**src/rtl/mac_pkg.sv**
```systemverilog
package mac_pkg;
  localparam int unsigned DATA_W = 16;
  localparam int unsigned ACC_W  = 40;

  typedef struct packed {
    logic frac;
    logic sat_mul;
    logic sub;
    logic sat_acc;
  } mac_ctrl_t;
endpackage

```
**src/rtl/mac_opnd_ext.sv**
```systemverilog
module mac_opnd_ext #(
  parameter int unsigned DW = 16
) (
  input  logic [DW-1:0] din,
  input  logic          is_signed,
  output logic [DW:0]   dout
);
  // top bit copies the sign bit only for signed operands
  assign dout = {is_signed & din[DW-1], din};
endmodule

```
**src/rtl/mac_mult.sv**
```systemverilog
module mac_mult #(
  parameter int unsigned DW = 16,
  localparam int unsigned OW = DW + 1,
  localparam int unsigned RW = 2 * OW,
  localparam int unsigned PW = RW + 1
) (
  input  logic [OW-1:0] opa,
  input  logic [OW-1:0] opb,
  input  logic          frac,
  input  logic          sat_mul,
  output logic [PW-1:0] prod,
  output logic          clamped
);
  localparam logic [OW-1:0] MIN_OP  = {2'b11, {(DW-1){1'b0}}};
  localparam logic [PW-1:0] SAT_VAL = {{(PW-2*DW+1){1'b0}}, {(2*DW-1){1'b1}}};

  logic [RW-1:0] ext_a, ext_b, raw;
  logic [PW-1:0] scaled;

  // sign-extend both operands to full product width; low bits of the
  // unsigned product then equal the two's-complement product
  assign ext_a = {{OW{opa[OW-1]}}, opa};
  assign ext_b = {{OW{opb[OW-1]}}, opb};
  assign raw   = ext_a * ext_b;

  // fractional mode doubles the product
  assign scaled  = frac ? {raw, 1'b0} : {raw[RW-1], raw};
  // only -1 * -1 in fractional form is out of range
  assign clamped = frac & sat_mul & (opa == MIN_OP) & (opb == MIN_OP);
  assign prod    = clamped ? SAT_VAL : scaled;
endmodule

```
**src/rtl/mac_accum.sv**
```systemverilog
module mac_accum #(
  parameter int unsigned PW = 35,
  parameter int unsigned AW = 40
) (
  input  logic          clk,
  input  logic          rst,
  input  logic          en,
  input  logic [AW-1:0] acc_in,
  input  logic [PW-1:0] prod,
  input  logic          sub,
  input  logic          sat_acc,
  output logic [AW-1:0] acc_out,
  output logic          ovf
);
  localparam logic [AW-1:0] POS_LIM = {1'b0, {(AW-1){1'b1}}};
  localparam logic [AW-1:0] NEG_LIM = {1'b1, {(AW-1){1'b0}}};

  logic [AW-1:0] prod_ext;
  logic [AW:0]   wide_a, wide_p, sum;
  logic          of;
  logic [AW-1:0] res;

  assign prod_ext = {{(AW-PW){prod[PW-1]}}, prod};
  assign wide_a   = {acc_in[AW-1], acc_in};
  assign wide_p   = {prod_ext[AW-1], prod_ext};
  assign sum      = sub ? (wide_a - wide_p) : (wide_a + wide_p);
  assign of       = sum[AW] ^ sum[AW-1];

  always_comb begin
    res = sum[AW-1:0];
    if (of && sat_acc) res = sum[AW] ? NEG_LIM : POS_LIM;
  end

  always_ff @(posedge clk) begin
    if (rst) begin
      acc_out <= '0;
      ovf     <= 1'b0;
    end else if (en) begin
      acc_out <= res;
      ovf     <= of;
    end
  end

  a_r8_hold_when_idle: assert property (@(posedge clk) disable iff (rst)
    !en |=> ($stable(acc_out) && $stable(ovf)));

  a_r7_clamp_limits: assert property (@(posedge clk) disable iff (rst)
    (en && sat_acc) |=> (!ovf || acc_out == POS_LIM || acc_out == NEG_LIM));

  a_r6_wrap_flips_sign: assert property (@(posedge clk) disable iff (rst)
    (en && !sat_acc) |=> (!ovf || (acc_out[AW-1] != $past(acc_in[AW-1]))));
endmodule

```
**src/rtl/mac17_unit.sv**
```systemverilog
module mac17_unit #(
  parameter int unsigned DW = mac_pkg::DATA_W,
  parameter int unsigned AW = mac_pkg::ACC_W
) (
  input  logic          clk,
  input  logic          rst,
  input  logic          en,
  input  logic          t_load,
  input  logic [DW-1:0] t_din,
  input  logic          use_t,
  input  logic [DW-1:0] x_in,
  input  logic [DW-1:0] y_in,
  input  logic          x_signed,
  input  logic          y_signed,
  input  logic          frac_en,
  input  logic          sat_mul,
  input  logic          sub_en,
  input  logic          sat_acc,
  input  logic [AW-1:0] acc_in,
  output logic [AW-1:0] acc_out,
  output logic          ovf
);
  localparam int unsigned OW = DW + 1;
  localparam int unsigned PW = 2 * OW + 1;

  mac_pkg::mac_ctrl_t ctrl;
  logic [DW-1:0] t_reg;
  logic [DW-1:0] b_sel;
  logic [OW-1:0] opa, opb;
  logic [PW-1:0] prod;
  logic          clamped;

  assign ctrl = '{frac: frac_en, sat_mul: sat_mul, sub: sub_en, sat_acc: sat_acc};

  // holding register, read before this edge's load
  always_ff @(posedge clk) begin
    if (rst)         t_reg <= '0;
    else if (t_load) t_reg <= t_din;
  end

  assign b_sel = use_t ? t_reg : y_in;

  mac_opnd_ext #(.DW(DW)) u_ext_a (.din(x_in),  .is_signed(x_signed), .dout(opa));
  mac_opnd_ext #(.DW(DW)) u_ext_b (.din(b_sel), .is_signed(y_signed), .dout(opb));

  mac_mult #(.DW(DW)) u_mult (
    .opa(opa), .opb(opb), .frac(ctrl.frac), .sat_mul(ctrl.sat_mul),
    .prod(prod), .clamped(clamped)
  );

  mac_accum #(.PW(PW), .AW(AW)) u_accum (
    .clk(clk), .rst(rst), .en(en), .acc_in(acc_in), .prod(prod),
    .sub(ctrl.sub), .sat_acc(ctrl.sat_acc), .acc_out(acc_out), .ovf(ovf)
  );

  a_r3_t_capture: assert property (@(posedge clk) disable iff (rst)
    t_load |=> (t_reg == $past(t_din)));

  a_r4_frac_clamp_value: assert property (@(posedge clk) disable iff (rst)
    (frac_en && sat_mul && x_signed && y_signed &&
     x_in == {1'b1, {(DW-1){1'b0}}} && b_sel == {1'b1, {(DW-1){1'b0}}})
    |-> (prod == {{(PW-2*DW+1){1'b0}}, {(2*DW-1){1'b1}}}));

  a_r5_frac_even: assert property (@(posedge clk) disable iff (rst)
    (frac_en && !clamped) |-> (prod[0] == 1'b0));
endmodule

```
**config.mk**
```make
export PLATFORM = sky130hd
export DESIGN_NAME = mac17_unit
export DESIGN_NICKNAME = d
export VERILOG_FILES = /design/src/rtl/mac_pkg.sv /design/src/rtl/mac_opnd_ext.sv /design/src/rtl/mac_mult.sv /design/src/rtl/mac_accum.sv /design/src/rtl/mac17_unit.sv
export SDC_FILE = /design/constraint.sdc
export NUM_CORES = 1
export LEC_CHECK = 0
export BUFFER_PORTS_ARGS = -buffer_cell sky130_fd_sc_hd__buf_2
export CELL_PAD_IN_SITES_DETAIL_PLACEMENT = 1
export CELL_PAD_IN_SITES_GLOBAL_PLACEMENT = 2
export CORE_UTILIZATION = 30
export DETAILED_ROUTE_END_ITERATION = 16
export GPL_ROUTABILITY_DRIVEN = 0
export PLACE_DENSITY_LB_ADDON = 0.1
export SETUP_SLACK_MARGIN = 0.5
export SYNTH_ARGS = -nofsm -noshare
export SYNTH_HDL_FRONTEND = slang
export SYNTH_SLANG_ARGS = --single-unit
```
**constraint.sdc**
```tcl
create_clock -name clk -period 10.8 [get_ports clk]
set_input_delay 1.08 -clock clk [delete_from_list [all_inputs] [get_ports clk]]
set_output_delay 1.08 -clock clk [all_outputs]
set_load 0.01 [all_outputs]
```
# Word-level counts from Yosys, hierarchy flattened
# Index checks and enable logic that the tools add are counted.
dict set report word_totals {
  register_bits 57
  input_bits 99
}
dict set report classes {
  bitwise 6
  eq_ne 2
  mux 6
  n_addsub 2
  n_reduce_logical 1
  multipliers 1
}
# operator n
set op_table {}
lappend op_table {{two-way mux 40 bit} 2}
lappend op_table {{adder 40 x 35 -> 41 bit} 1}
lappend op_table {{two-way mux 41 bit} 1}
lappend op_table {{subtractor 40 x 35 -> 41 bit} 1}
lappend op_table {{two-way mux 35 bit} 1}
lappend op_table {{equality test 17 bit (second input constant)} 2}
lappend op_table {{multiplier 17 x 17 -> 34 bit} 1}
lappend op_table {{two-way mux 34 bit} 1}
lappend op_table {{two-way mux 16 bit} 1}
lappend op_table {{bitwise AND 1 bit} 5}
lappend op_table {{logical AND 1 bit} 1}
lappend op_table {{bitwise XOR 1 bit} 1}

# Longest topological paths before layout
dict set report logic_depth {
  ltp_word 10
  depth_mapped 45
  mapped_depth_nobuf 40
}

# Cells and area by module
# Synthesis repeated with hierarchy kept, for this count alone.
dict set report hier_totals {
  cells_unflattened 1965
  hier_area_um2 17070.1
}
# mod cells_per_inst area_each_um2 n_inst
set by_module_without_submodules {}
lappend by_module_without_submodules {mac_mult 1290 11458.5 1}
lappend by_module_without_submodules {mac_accum 571 4534.3 1}
lappend by_module_without_submodules {mac17_unit 70 824.5 1}
lappend by_module_without_submodules {mac_opnd_ext 17 126.4 2}

# Least setup slack after synthesis
# Ideal clock, no wire load.
dict set report synth_path {
  path_type {in2reg}
  from {input port use_t}
  to {register u_accum.acc_out[0]}
  t_arrival_ns 10.654
  cell_stages 39
  slack_ns -0.011
  cell_sequence {buf_2 > buf_1 > mux2_2 > clkbuf_1 > and2_1 > fa_1 > fa_1 > ha_1 > fa_1 > inv_1 > fa_1 > inv_1 > fa_1 > ha_1 > a211o_1 > a211oi_2 > a2bb2oi_1 > mux2_4 > (+3 left out) > a211oi_1 > or3b_2 > nand2_1 > ha_1 > o21a_1 > a21oi_1 > nand2_1 > a31oi_1 > o21ai_0 > nand2_1 > o211ai_1 > a21o_1 > a221oi_2 > a22oi_4 > o41ai_2 > buf_6 > buf_6 > a311oi_2}
}
dict set report synth_between {
  elab_chain_len 10
  word_cells_on_any_way 14
  classes_between {add/sub: 2; mul: 1; eq/ne: 1; mux: 6; bitwise: 3; reduce/logical: 1}
}
# item line
set synth_lines {}
lappend synth_lines {{start: declaration} mac17_unit.sv:10} ;# input logic use_t,
lappend synth_lines {{two-way mux 16 bit (*)} mac17_unit.sv:41} ;# assign b_sel = use_t ? t_reg : y_in;
lappend synth_lines {{bitwise AND 1 bit} mac_opnd_ext.sv:9} ;# assign dout = {is_signed & din[DW-1], din};
lappend synth_lines {{multiplier 17 x 17 -> 34 bit or equality test 17 bit (tied branches)} {mac_mult.sv:24, mac_mult.sv:29}}
lappend synth_lines {{two-way mux 34 bit or bitwise AND 1 bit (tied branches)} {mac_mult.sv:27, mac_mult.sv:29}}
lappend synth_lines {{two-way mux 35 bit (*)} mac_mult.sv:30} ;# assign prod = clamped ? SAT_VAL : scaled;
lappend synth_lines {{adder 40 x 35 -> 41 bit or subtractor 40 x 35 -> 41 bit (tied branches)} mac_accum.sv:26} ;# assign sum = sub ? (wide_a - wide_p) : (wide_a + wide_p);
lappend synth_lines {{two-way mux 41 bit (*)} mac_accum.sv:26}
lappend synth_lines {{bitwise XOR 1 bit} mac_accum.sv:27} ;# assign of = sum[AW] ^ sum[AW-1];
lappend synth_lines {{logical AND 1 bit} mac_accum.sv:31} ;# if (of && sat_acc) res = sum[AW] ? NEG_LIM : POS_LIM;
lappend synth_lines {{two-way mux 40 bit (*)} mac_accum.sv:31}
lappend synth_lines {{end signal: assignment} mac_accum.sv:39} ;# acc_out <= res;
lappend synth_lines {{end: declaration} mac_accum.sv:12} ;# output logic [AW-1:0] acc_out,
# Mark *: on every way between the ends. The rest lies on a longest branch, timed or not.
# A chain may end at the register's enable or synchronous reset.

# Worst setup path in the final report
dict set report layout_path {
  from {input port use_t}
  to {register u_accum.acc_out[10]}
}
# Same word-level chain as after synthesis.

==> flow_metrics.py <==
metrics = {
    "logic_synthesis": {
        "synth_edf_count": 0,
        "synth_area_leaders": "fa_1 (33%), ha_1 (8.8%), inv_1 (7.0%), dfxtp_1 (6.4%), nand2_1 (4.6%)",
        "synth.yosys.warnings": 0,
        "synth_nets": 2623,
        "ys_types": 92,
        "synth_area_um2": 17800,
        "synth_top_area_share_pct": 33.3,
        "synthTopCellsByCount": "inv_1 (334), fa_1 (297), nand2_1 (221), nor2_1 (134), ha_1 (126)",
        "async_flop_share_pct": 0,
        "netlist_instances": 2101,
        "yosysMostFrequentCell": "inv_1",
        "ys_seq_elements": 57,
        "syn_area_per_cell_um2": 8.49,
        "synth_area_leader_cell": "fa_1",
        "synth_seq_area_share_pct": 6.39,
        "yosys_most_used_dff": "dfxtp_1",
    },
    "setup_path": {
        "critPathLaunch": "use_t",
        "worstPathRequired_ns": 11.01,
        "setup.worst_path.end": "u_accum.acc_out[10]",
        "crit_family": "adder cells",
        "critPathMaxStageDelay_ns": 0.56,
        "slowest_stage": "fa_1",
        "critical_path_arrival_ns": 10.40,
        "reg2reg_setup_slack_ns": 1.12,
        "path_class": "input pin to flip-flop",
        "r2r-end": "u_accum.acc_out[10]",
        "worst-path-buf-inv": 6,
        "rr_startpoint": "t_reg[3]",
        "critPathCaptureType": "flip-flop",
        "cp_common_cell": "fa_1",
        "cp_max_fo": 6,
        "r2r.worst_path.cells": 36,
        "start_kind": "input pin",
        "path_depth": 37,
    },
    "route": {
        "wire_per_inst_um": 19.1,
        "drc": 0,
        "drtAntennaViolNets": 0,
        "wl_mm": 61.6,
        "drt_iter0_drc": 624,
        "firstDrtPassIters": 4,
        "viasPerCell": 4.97,
        "vias": 16000,
    },
    "floorplan": {
        "ios": 140,
        "die-area_um2": 60500,
        "initial_utilization_pct": 30.3,
        "die_x_um": 246,
        "fp.dieH_um": 246,
        "core_area_um2": 58900,
        "placementRows": 89,
    },
    "timing": {
        "period_share_pct": 94.4,
        "hold_violations": 0,
        "finalSetupTns_ns": 0,
        "fmax_ghz": 0.0981,
        "finalMaxSlewViolations": 0,
        "rsz0062_at_grt": "true",
        "worst_pin_slew_ns": 0.999,
        "max-slew-margin-rel_pct": 33.4,
        "fin_crit_ns": 10.20,
        "worst_slack_ns": 0.602,
        "fin_worst_skew_ns": 0.00954,
        "finalSetupViolations": 0,
    },
    "finish": {
        "ff_latch_area_um2": 1140,
        "largest_reg_flops": 40,
        "final_util_pct": 38.3,
        "layout.nets": 2962,
        "nFillCells": 6910,
        "multiInputGateArea_um2": 15800,
        "design_area_um2": 22600,
        "drive_above_1_share_pct": 26.5,
        "area_growth_pct": 26.4,
    },
    "global_routing": {
        "antenna_found_initial": 1,
        "grt_pass1_vias": 17800,
        "grt_pass1_wl_mm": 100,
        "grt_usage_pct": 21.2,
        "grt_max_degree": 66,
        "grt_overflow": 0,
    },
    "placed_design": {
        "placed_area_um2": 21100,
        "portBuffers": 139,
        "dp_hpwl_mm": 51.4,
        "dp_slack_ns": -0.474,
    },
    "flow_run": {
        "cap_violations": 0,
    },
    "cts": {
        "numCtsBuffers": 9,
        "cts_hold_buf": 0,
        "htreeDepth": 3,
        "insertion_delay_ns": 0.37,
        "clockBufferDepth": 2,
        "clk_pin_slew_ns": 0.06,
        "root_buffer": "clkbuf_16",
        "cts.sinks": 57,
        "cts_tree": "built",
    },
    "worst_hold_path": {
        "hold_class": "flip-flop to flip-flop",
    },
    "status": {
        "status": "complete, no violations",
    },
}
## cell families after synthesis
group,synth area share (%)
and+or+nand+nor,18.7
buffers and inverters,9.44
adders and majority gates,42.1
AOI/OAI and AO/OA,16.3
xor gates and xnor gates,4.22
DFF,6.39
muxes,2.79
## layout by cell type, fill, tap and decap left out, types with 15 or more instances in the layout
master | synthesis | routed
o21ai_0 | 52 | 44
o21a_1 | 17 | 15
nor2b_1 | 44 | 43
and2_1 | 109 | 108
a21oi_2 | 0 | 21
mux2i_1 | 28 | 25
nor2_1 | 134 | 129
a21o_1 | 37 | 36
dfxtp_1 | 57 | 57
nor3_1 | 21 | 21
nand2_1 | 221 | 215
buf_2 | 3 | 137
ha_1 | 126 | 118
buf_4 | 1 | 273
inv_1 | 334 | 328
xnor2_1 | 48 | 42
a21oi_1 | 105 | 81
xor2_1 | 38 | 33
nor4_1 | 20 | 18
a311oi_2 | 34 | 35
nand3_1 | 25 | 20
nand4_1 | 16 | 16
fa_1 | 297 | 293
## what timing repair did
action                                  4_1_cts  5_1_grt
resized for setup                            49      113
buffers inserted                             11       21
pin swaps                                    16       65
cloned                                        2        6
endpoints found under the setup margin       41       41
endpoints found under the hold margin         0        0
## cell type report
cell class,instances,area share [%]
sequential,57,5.06
tap,773,4.29
timing repair buffer,430,13.8
clock inverter,7,0.455
antenna,1,0.0111
clock buffer,9,0.998
multi-input combinational,1607,69.8
inverter,335,5.57
## metrics by stage
step,std cells,hold slack [ns]
4_1_cts,3191,0.510
3_5_place_dp,3162,0.497
2_1_floorplan,2101,0.454
3_3_place_gp,3162,0.494
6_report,3219,0.501
5_1_grt,3218,0.524
## how the worst min path moves through the flow
| stage | start | end | depth (start not counted) |
|---|---|---|---|
| 6_report | u_accum.acc_out[10] | u_accum.acc_out[10] | 2 |
| 5_1_grt | u_accum.acc_out[10] | u_accum.acc_out[10] | 2 |
| 4_1_cts | u_accum.acc_out[10] | u_accum.acc_out[10] | 2 |
| 3_5_place_dp | t_reg[15] | t_reg[15] | 2 |
| 3_3_place_gp | u_accum.acc_out[10] | u_accum.acc_out[10] | 2 |
| 2_1_floorplan | t_reg[15] | t_reg[15] | 2 |
## worst reg2reg max path, delay by kind of cell (launching register included)
family / cells / cell delay [ns]
AO/OA/AOI/OAI: 13 / 2.89
multiplexers: 2 / 0.64
flip-flops: 1 / 0.34
adder cells (fa/ha/maj): 8 / 3.24
buffers and inverters: 5 / 0.68
AND/OR/NAND/NOR: 8 / 1.75
## layer usage
| layer | track usage [%] | share of wire [%] | vias to the layer above |
|---|---|---|---|
| met1 | 28.6 | 47 | 8260 |
| met5 | 0 | 0 | - |
| met2 | 37.0 | 50 | 127 |
| met3 | 1.54 | 1.5 | 42 |
| li1 | - | - | 7585 |
| met4 | 4.33 | 1.5 | 0 |
Power is not shown: default switching activity piles up to over one toggle a cycle in this logic, so the estimate is an artifact.
